`config.mk`:
```
export PLATFORM = sky130hd
export DESIGN_NAME = tcr_code_sel
export DESIGN_NICKNAME = d
export VERILOG_FILES = /design/src/rtl/tcr_pkg.sv /design/src/rtl/tcr_index.sv /design/src/rtl/tcr_fetch.sv /design/src/rtl/tcr_code_reg.sv /design/src/rtl/tcr_code_sel.sv
export SDC_FILE = /design/constraint.sdc
export NUM_CORES = 1
export LEC_CHECK = 0
export CAP_MARGIN = 20
export CORE_MARGIN = 8
export CORE_UTILIZATION = 37
export CTS_BUF_LIST = sky130_fd_sc_hd__clkbuf_8
export CTS_CLUSTER_SIZE = 25
export DETAILED_ROUTE_END_ITERATION = 10
export HOLD_SLACK_MARGIN = 0.1
export PLACE_DENSITY = 0.79
export SLEW_MARGIN = 30
export SYNTH_ARGS = -nofsm -noshare
export SYNTH_HDL_FRONTEND = slang
export SYNTH_HIERARCHICAL = 1
export SYNTH_SLANG_ARGS = --single-unit
```
`constraint.sdc`:
```
create_clock -name clk_i -period 0.9 [get_ports clk_i]
set_clock_uncertainty 0.05 [all_clocks]
set_input_delay 0.18 -clock clk_i [delete_from_list [all_inputs] [get_ports clk_i]]
set_output_delay 0.18 -clock clk_i [all_outputs]
set_load 0.01 [all_outputs]
```
`src/rtl/tcr_pkg.sv`:
```
package tcr_pkg;
  localparam int unsigned CODE_W    = 8;
  localparam int unsigned N_RES     = 2;
  localparam int unsigned N_ENTRIES = 72;
  localparam int          T_MIN     = -40;
  localparam int unsigned STEP_LOG2 = 1;
  localparam int unsigned TABLE_BASE = 'h80;
endpackage

```
`src/rtl/tcr_index.sv`:
```
module tcr_index #(
  parameter int unsigned TEMP_W    = 8,
  parameter int unsigned N_ENTRIES = tcr_pkg::N_ENTRIES,
  parameter int          T_MIN     = tcr_pkg::T_MIN,
  parameter int unsigned STEP_LOG2 = tcr_pkg::STEP_LOG2,
  localparam int unsigned IDX_W    = $clog2(N_ENTRIES)
) (
  input  logic [TEMP_W-1:0] temp_i,
  output logic [IDX_W-1:0]  idx_o
);
  localparam int unsigned TW = TEMP_W + 2;
  localparam logic signed [TW-1:0] TMIN_S = TW'(T_MIN);
  localparam logic signed [TW-1:0] LAST_S = TW'(N_ENTRIES - 1);

  logic signed [TW-1:0] off;
  logic signed [TW-1:0] step;

  always_comb begin
    off  = $signed({{2{temp_i[TEMP_W-1]}}, temp_i}) - TMIN_S;
    step = off >>> STEP_LOG2;
    if (off < 0)            idx_o = '0;
    else if (step > LAST_S) idx_o = LAST_S[IDX_W-1:0];
    else                    idx_o = step[IDX_W-1:0];
  end
endmodule

```
`src/rtl/tcr_fetch.sv`:
```
module tcr_fetch #(
  parameter int unsigned IDX_W      = 7,
  parameter int unsigned ADDR_W     = 8,
  parameter int unsigned TABLE_BASE = tcr_pkg::TABLE_BASE
) (
  input  logic              clk_i,
  input  logic              rst_ni,
  input  logic              start_i,
  input  logic [IDX_W-1:0]  idx_i,
  output logic              rd_o,
  output logic [ADDR_W-1:0] addr_o,
  output logic              ret_o
);
  localparam logic [ADDR_W-1:0] BASE = ADDR_W'(TABLE_BASE);

  always_ff @(posedge clk_i or negedge rst_ni) begin
    if (!rst_ni) begin
      rd_o   <= 1'b0;
      addr_o <= BASE;
      ret_o  <= 1'b0;
    end else begin
      rd_o  <= start_i;
      ret_o <= rd_o;
      if (start_i) addr_o <= BASE + {{(ADDR_W-IDX_W){1'b0}}, idx_i};
    end
  end

  logic run_q;
  always_ff @(posedge clk_i or negedge rst_ni)
    if (!rst_ni) run_q <= 1'b0;
    else         run_q <= 1'b1;


  ret_follows_rd_chk: assert property (@(posedge clk_i) disable iff (!rst_ni || !run_q)
    ret_o |-> $past(rd_o));

  addr_window_chk: assert property (@(posedge clk_i) disable iff (!rst_ni)
    rd_o |-> (addr_o >= BASE && addr_o < BASE + ADDR_W'(tcr_pkg::N_ENTRIES)));
endmodule

```
`src/rtl/tcr_code_reg.sv`:
```
module tcr_code_reg #(
  parameter int unsigned CODE_W = tcr_pkg::CODE_W
) (
  input  logic              clk_i,
  input  logic              rst_ni,
  input  logic              man_i,
  input  logic              load_i,
  input  logic [CODE_W-1:0] man_code_i,
  input  logic [CODE_W-1:0] lut_code_i,
  output logic [CODE_W-1:0] code_o
);
  always_ff @(posedge clk_i or negedge rst_ni) begin
    if (!rst_ni)     code_o <= '0;
    else if (man_i)  code_o <= man_code_i;
    else if (load_i) code_o <= lut_code_i;
  end

  logic run_q;
  always_ff @(posedge clk_i or negedge rst_ni)
    if (!rst_ni) run_q <= 1'b0;
    else         run_q <= 1'b1;


  manual_follow_chk: assert property (@(posedge clk_i) disable iff (!rst_ni || !run_q)
    $past(man_i) |-> code_o == $past(man_code_i));

  hold_chk: assert property (@(posedge clk_i) disable iff (!rst_ni || !run_q)
    ($past(!man_i) && $past(!load_i)) |-> $stable(code_o));

  always_ff @(posedge clk_i)
    if (!rst_ni) reset_val_chk: assert (code_o == '0);
endmodule

```
`src/rtl/tcr_code_sel.sv`:
```
module tcr_code_sel #(
  parameter int unsigned TEMP_W     = 8,
  parameter int unsigned CODE_W     = tcr_pkg::CODE_W,
  parameter int unsigned ADDR_W     = 8,
  parameter int unsigned N_ENTRIES  = tcr_pkg::N_ENTRIES,
  parameter int          T_MIN      = tcr_pkg::T_MIN,
  parameter int unsigned STEP_LOG2  = tcr_pkg::STEP_LOG2,
  parameter int unsigned TABLE_BASE = tcr_pkg::TABLE_BASE
) (
  input  logic              clk_i,
  input  logic              rst_ni,
  input  logic              temp_valid_i,
  input  logic [TEMP_W-1:0] temp_i,
  input  logic              temp_en_i,
  input  logic [CODE_W-1:0] man_code0_i,
  input  logic [CODE_W-1:0] man_code1_i,
  output logic              lut_rd_o,
  output logic [ADDR_W-1:0] lut_addr_o,
  input  logic [CODE_W-1:0] lut_data0_i,
  input  logic [CODE_W-1:0] lut_data1_i,
  output logic [CODE_W-1:0] code0_o,
  output logic [CODE_W-1:0] code1_o
);
  localparam int unsigned IDX_W = $clog2(N_ENTRIES);
  localparam int unsigned N_RES = tcr_pkg::N_RES;

  logic [IDX_W-1:0]  idx;
  logic              start;
  logic              ret;
  logic [CODE_W-1:0] man_v  [N_RES];
  logic [CODE_W-1:0] lut_v  [N_RES];
  logic [CODE_W-1:0] code_v [N_RES];

  assign start = temp_valid_i & temp_en_i;

  tcr_index #(
    .TEMP_W(TEMP_W), .N_ENTRIES(N_ENTRIES), .T_MIN(T_MIN), .STEP_LOG2(STEP_LOG2)
  ) u_index (
    .temp_i (temp_i),
    .idx_o  (idx)
  );

  tcr_fetch #(
    .IDX_W(IDX_W), .ADDR_W(ADDR_W), .TABLE_BASE(TABLE_BASE)
  ) u_fetch (
    .clk_i   (clk_i),
    .rst_ni  (rst_ni),
    .start_i (start),
    .idx_i   (idx),
    .rd_o    (lut_rd_o),
    .addr_o  (lut_addr_o),
    .ret_o   (ret)
  );

  assign man_v[0] = man_code0_i;
  assign man_v[1] = man_code1_i;
  assign lut_v[0] = lut_data0_i;
  assign lut_v[1] = lut_data1_i;

  for (genvar r = 0; r < N_RES; r++) begin : g_res
    tcr_code_reg #(.CODE_W(CODE_W)) u_reg (
      .clk_i      (clk_i),
      .rst_ni     (rst_ni),
      .man_i      (~temp_en_i),
      .load_i     (ret),
      .man_code_i (man_v[r]),
      .lut_code_i (lut_v[r]),
      .code_o     (code_v[r])
    );
  end

  assign code0_o = code_v[0];
  assign code1_o = code_v[1];

  logic run_q;
  always_ff @(posedge clk_i or negedge rst_ni)
    if (!rst_ni) run_q <= 1'b0;
    else         run_q <= 1'b1;


  strobe_cause_chk: assert property (@(posedge clk_i) disable iff (!rst_ni || !run_q)
    lut_rd_o |-> $past(temp_valid_i && temp_en_i));

  strobe_issue_chk: assert property (@(posedge clk_i) disable iff (!rst_ni)
    (temp_valid_i && temp_en_i) |=> lut_rd_o);

  clamp_low_chk: assert property (@(posedge clk_i) disable iff (!rst_ni)
    (start && $signed(temp_i) < -40) |=> lut_addr_o == ADDR_W'(TABLE_BASE));

  clamp_high_chk: assert property (@(posedge clk_i) disable iff (!rst_ni)
    (start && $signed(temp_i) >= 102) |=> lut_addr_o == ADDR_W'(TABLE_BASE + N_ENTRIES - 1));

  manual_wins_chk: assert property (@(posedge clk_i) disable iff (!rst_ni)
    !temp_en_i |=> (code0_o == $past(man_code0_i) && code1_o == $past(man_code1_i)));
endmodule

```
==> out/results.tsv, run 1 <==
metric	value	unit
vias_per_cell	4.80	
cts_tree	done	
n_antenna_cell	0	
synthSimpleGateAreaFrac	11.3	%
insertion_delay	0.26	ns
required	1.00	ns
irDropWorstVdd	0.572	mV
dpl-instance-area	2200	um^2
layout_setup_ws	-0.469	ns
antenna_found_initial	0	
clockBufferDepth	2	
setup.worst_path.end_class	flop	
cts_made_buffers	3	
path_clk_slew	0.08	ns
slowest_stage	o211a_1	
synth-edff-count	0	
power_density	1280	nW/um^2
multiInputGateArea	709	um^2
rsz0062_at_grt	true	
p_leak	1.12	nW
grt_use_met1	15.6	%
drtIter0Drc	95	
synth_fa_ha_area_share	1.89	%
syn_inst	123	
violations	negative setup slack	
start_util	39.0	%
ys_warn_count	6	
core-area	3390	um^2
grt_start_max_net_pins	33	
ys_seq_area_share	47.3	%
synth_area	1320	um^2
crit_type	input pin to flop	
seqCellArea	627	um^2
area_growth	79.9	%
nets	268	
crit_path_start_kind	input pin	
grt_util_met3	3.03	%
via_count	1282	
cts.sinks	25	
synth.distinct_cells	26	
wire_per_inst	16.2	um
grt.total_usage	14.5	%
hold_viol_final	0	
synth_top_flop_cell	dfrtp_1	
dieWidth	75.8	um
syn_nets	169	
cp_cell_sequence	buf_8, ha_4, nand4b_1, o211a_1, a21o_1, a22o_1, mux2_4	
synth.avg_cell_area	10.8	um^2
post-route-drc-count	0	
ant_nets	0	
first_global_vias	1327	
row_count	21	
cpPeakStageDelay	0.27	ns
reg2regPathDepth	3	
port_buffers	66	
synth-seq-cells	25	
finalWirelength	4.31	mm
die_y	75.8	um
async_reset_ff_share	100	%
slew_viol_final	0	
cts_root_buf	clkbuf_8	
fp.dieArea	5740	um^2
timing.rr.start	u_fetch/addr_o[5]	
hold_buffers	0	
gpl.final_weighted_congestion	0.775	
yosys.area_share.xor_xnor	0	%
fin_util	70.2	%
cts-htree-levels	1	
io_pins	69	
crit_fanout	4	
drive_above_1_share	39.4	%
fill_cells	257	
arrival	1.47	ns
final_cell_area	2380	um^2
clock.fmax	0.730	GHz
fin_crit	1.37	ns
outcome	finished with violations	
grt_pass1_wl	6.28	mm
use_met2	26.0	%
hold_path.class	input pin to asynchronous set/reset pin	
hpwl	3.18	mm
period_share	152	%
synth_compound_area_share	13.2	%
synth.area.mux_share	20.1	%
finalSetupViolations	47	
overflow	0	
synth_top_family_by_area	multiplexers	
busiest_layer	met2	
crit_start	temp_i[3]	
max_cap_violations	0	
firstDrtPassIters	4	
==> registers in the layout, summed over array words and instances (netlist names) <==
signal,count
u_fetch/addr_o,7
u_fetch/ret_o,1
u_fetch/rd_o,1
g_res.u_reg/code_o,16
==> cells in the mapped netlist, types with 2 or more instances <==
library cell / count / share of area (%)
nand2b_1: 2 / 0.95
nand3_1: 3 / 1.1
o21ai_1: 17 / 6.4
mux2_4: 7 / 7.9
nand2_1: 16 / 4.5
mux2i_1: 16 / 12
o21a_1: 3 / 1.7
a21o_1: 2 / 1.1
inv_1: 4 / 1.1
a21oi_1: 4 / 1.5
buf_6: 5 / 4.3
ha_1: 2 / 1.9
dfrtp_1: 25 / 47
nor2_1: 5 / 1.4
==> layout make-up <==
type,count,share of cell area [%]
clock buffers,3,1.74
flip-flops and latches,25,26.3
well taps,46,2.42
multi-input cells,88,29.8
clock inverters,1,0.158
inverters,4,0.736
repair buffers,100,38.8
==> cell families (layout without fill, tap and decap cells) <==
group / after synthesis / in the layout
compound gates: 30 / 30
fa+ha+maj: 2 / 2
buf+inv: 10 / 108
flops: 25 / 25
mux: 23 / 23
other cells: 1 / 1
simple gates: 32 / 32
==> layer usage <==
metal	wire [um]	vias up	share of wire [%]
met3	495	8	11
met2	2160	60	50
li1	-	619	-
met4	97	0	2.2
met1	1560	595	36
met5	0	-	0
==> metrics by stage <==
| stage | std cells | TNS (ns) | setup slack, ns | hold slack, ns | total power (W) |
|---|---|---|---|---|---|
| final | 267 | -6.93 | -0.469 | 0.216 | 0.00304 |
| after detailed placement | 249 | -17.54 | -1.27 | 0.315 | 0.00236 |
| after floorplan | 123 | -2.75 | -0.572 | -0.166 | 0.00171 |
| after global routing | 267 | -8.62 | -0.498 | 0.237 | 0.00319 |
| after CTS | 265 | -7.46 | -0.455 | 0.214 | 0.00300 |
| after global placement | 249 | -16.39 | -1.18 | 0.311 | 0.00232 |
==> what timing repair did <==
action,4_1_cts,5_1_grt
endpoints found under the hold margin,0,0
pin swaps,14,15
setup buffers,12,5
gates resized for setup,142,14
endpoints found under the setup margin,47,47
gates cloned,1,0
==> placed cells by master (no fill, tap or decap), types with 3 or more instances in the layout <==
master           instances
nand3_1                  3
o21ai_1                 17
buf_6                   13
clkbuf_8                 3
dfrtp_1                 24
dlygate4sd2_1            4
o21a_1                   3
nand2_1                 16
buf_2                   16
clkdlybuf4s50_1         33
nor2_1                   4
buf_12                   3
inv_1                    3
mux2_4                   7
mux2i_1                 15
buf_4                   26
==> worst max-delay path, delay by kind of cell <==
family	cells	cell delay, ns
compound gates	3	0.67
fa+ha+maj	1	0.14
buf+inv	1	0.08
mux	1	0.25
simple gates	1	0.15
==> worst paths after layout <==
| kind | slack (ns) | endpoint |
|---|---|---|
| setup / recovery | -0.47 | u_fetch/addr_o[2] |
| hold / removal | 0.22 | u_fetch/addr_o[6] |
| setup reg to reg | -0.16 | u_fetch/addr_o[5] |
| hold reg to reg | 0.35 | u_fetch/ret_o |
| max in group asynchronous | 0.43 | u_fetch/ret_o |
| min in group clk_i | 0.33 | u_fetch/rd_o |
==> power breakdown <==
part	switching [W]	internal, W	total (W)
sequential	0.0000769	0.00125	0.00132
clock	0.000329	0.000305	0.000634
combinational	0.000413	0.000671	0.00108
Note: power is estimated with default switching activity, not from simulation.
==> run 2, diff against run 1 <==
- CORE_UTILIZATION: 37 -> 35
- CTS_BUF_LIST: sky130_fd_sc_hd__clkbuf_8 -> unset
- CTS_CLUSTER_SIZE: 25 -> 28
- PLACE_DENSITY: 0.79 -> 0.75
==> out/results.tsv, run 2 (synthesis gave the netlist of run 1 again) <==
metric	value	unit	change
outcome	finished with violations		
violations	negative setup slack		
top_register	g_res.u_reg/code_o		
firstDrtPassIters	4		unchanged
dieWidth	77.5	um	+2.2%
irDropWorstVdd	0.610	mV	+6.5%
reg_top3	g_res.u_reg/code_o x16, u_fetch/addr_o x7		
final_cell_area	2280	um^2	-4.2%
grt.total_usage	13.8	%	-0.77 points
crit_fanout	4		unchanged
finalSetupViolations	47		unchanged
grt_pass1_wl	6.78	mm	+7.9%
dpl-instance-area	2190	um^2	-0.57%
power_density	1300	nW/um^2	+1.4%
path_clk_slew	0.08	ns	about the same
finalWirelength	4.13	mm	-4.3%
holdWs	0.219	ns	+0.00297 ns
core-area	3660	um^2	+8.0%
rsz0062_at_grt	true		
max_cap_violations	0		unchanged
gpl.final_weighted_congestion	0.790		+1.9%
slew_viol_final	0		unchanged
clock.fmax	0.730	GHz	-0.11%
hold_viol_final	0		unchanged
row_count	22		+4.8%
nets	262		-2.2%
hold_buffers	0		unchanged
drive_above_1_share	35.8	%	-3.6 points
crit_type	input pin to flop		
via_count	1250		-2.5%
layout_commonest_cell	clkdlybuf4s50_1		
reg2regPathDepth	4		+1
use_met2	24.9	%	-1.1 points
arrival	1.47	ns	about the same
first_global_vias	1372		+3.4%
clockBufferDepth	2		unchanged
cts-htree-levels	1		unchanged
cts_root_buf	clkbuf_8		
ant_nets	0		unchanged
vias_per_cell	4.75		-1.0%
antenna_found_initial	0		unchanged
cts.sinks	25		unchanged
grt_use_met1	14.4	%	-1.1 points
largest_reg_flops	16		unchanged
post-route-drc-count	0		unchanged
cts_tree	done		
n_antenna_cell	0		unchanged
hold_path.class	input pin to asynchronous set/reset pin		
port_buffers	66		unchanged
fin_crit	1.37	ns	+0.00148 ns
required	1.00	ns	about the same
period_share	152	%	+0.16 points
overflow	0		unchanged
dp_slack	-1.25	ns	+0.0147 ns
insertion_delay	0.26	ns	about the same
setup.worst_path.end_class	flop		
grt_start_max_net_pins	33		unchanged
grt_util_met3	4.15	%	+1.1 points
layout_setup_ws	-0.471	ns	-0.00148 ns
cts_made_buffers	3		unchanged
drtIter0Drc	72		-24%
start_util	36.1	%	-2.9 points
p_leak	1.08	nW	-3.4%
totalPowerFinal	0.00296	W	-2.8%
busiest_layer	met2		
area_growth	72.5	%	
final_cell_mix	33 x clkdlybuf4s50_1, 25 x dfrtp_1, 22 x buf_2, 18 x buf_4		
hpwl	3.02	mm	-5.0%
die_y	77.5	um	+2.2%
wire_per_inst	15.7	um	-2.9%
fp.dieArea	6000	um^2	+4.5%
crit_path_start_kind	input pin		
fin_setup_tns	-8.32	ns	-1.39 ns
io_pins	69		unchanged
[run 2: where the power goes]
part,total (W),leakage [nW],internal (W),switching [W]
clock,0.000639,0.0228,0.000315,0.000323
combinational,0.00100,0.749,0.000609,0.000394
sequential,0.00131,0.307,0.00125,0.0000692
total,0.00296,1.08,0.00217,0.000787
[run 2: per-stage QoR]
step	std cells	utilization [%]
floorplan	123	-
global placement	249	59.7
detailed placement	249	59.7
CTS	262	61.4
global route	263	62.3
finish	263	62.3
[run 2: cell type report]
cell class | count | area, um^2
inverter | 4 | 15.0
tap | 48 | 60.1
timing repair buffer | 94 | 851
fill | 320 | 1380
clock buffer | 4 | 45.0
sequential | 25 | 626
multi-input combinational | 88 | 684
[run 2: timing repair]
item,4_1_cts,5_1_grt
cloned,1,0
setup endpoints to repair,47,47
gates resized for setup,136,7
setup buffers,8,3
pin swaps,8,9
[run 2: layer usage]
| metal | up-vias | part of all wire [%] |
|---|---|---|
| li1 | 613 | - |
| met5 | - | 0 |
| met4 | 0 | 2.2 |
| met2 | 54 | 49 |
| met1 | 575 | 42 |
| met3 | 8 | 6.6 |
[run 2: worst paths after layout]
kind                       slack, ns                       end     startpoint
max in group asynchronous       0.44  g_res[1].u_reg/code_o[1]         rst_ni
max reg2reg                    -0.28  g_res[1].u_reg/code_o[4]  u_fetch/ret_o
min reg2reg                     0.33             u_fetch/ret_o   u_fetch/rd_o
min                             0.22  g_res[1].u_reg/code_o[7]         rst_ni
min in group clk_i              0.33              u_fetch/rd_o   temp_valid_i
max                            -0.47         u_fetch/addr_o[2]      temp_i[4]
[run 2: critical path, stage by stage]
cell	delay, ns
buf_8	0.08
ha_4	0.14
nand4b_1	0.15
a211o_1	0.36
and2_4	0.14
a22o_1	0.17
mux2_4	0.25
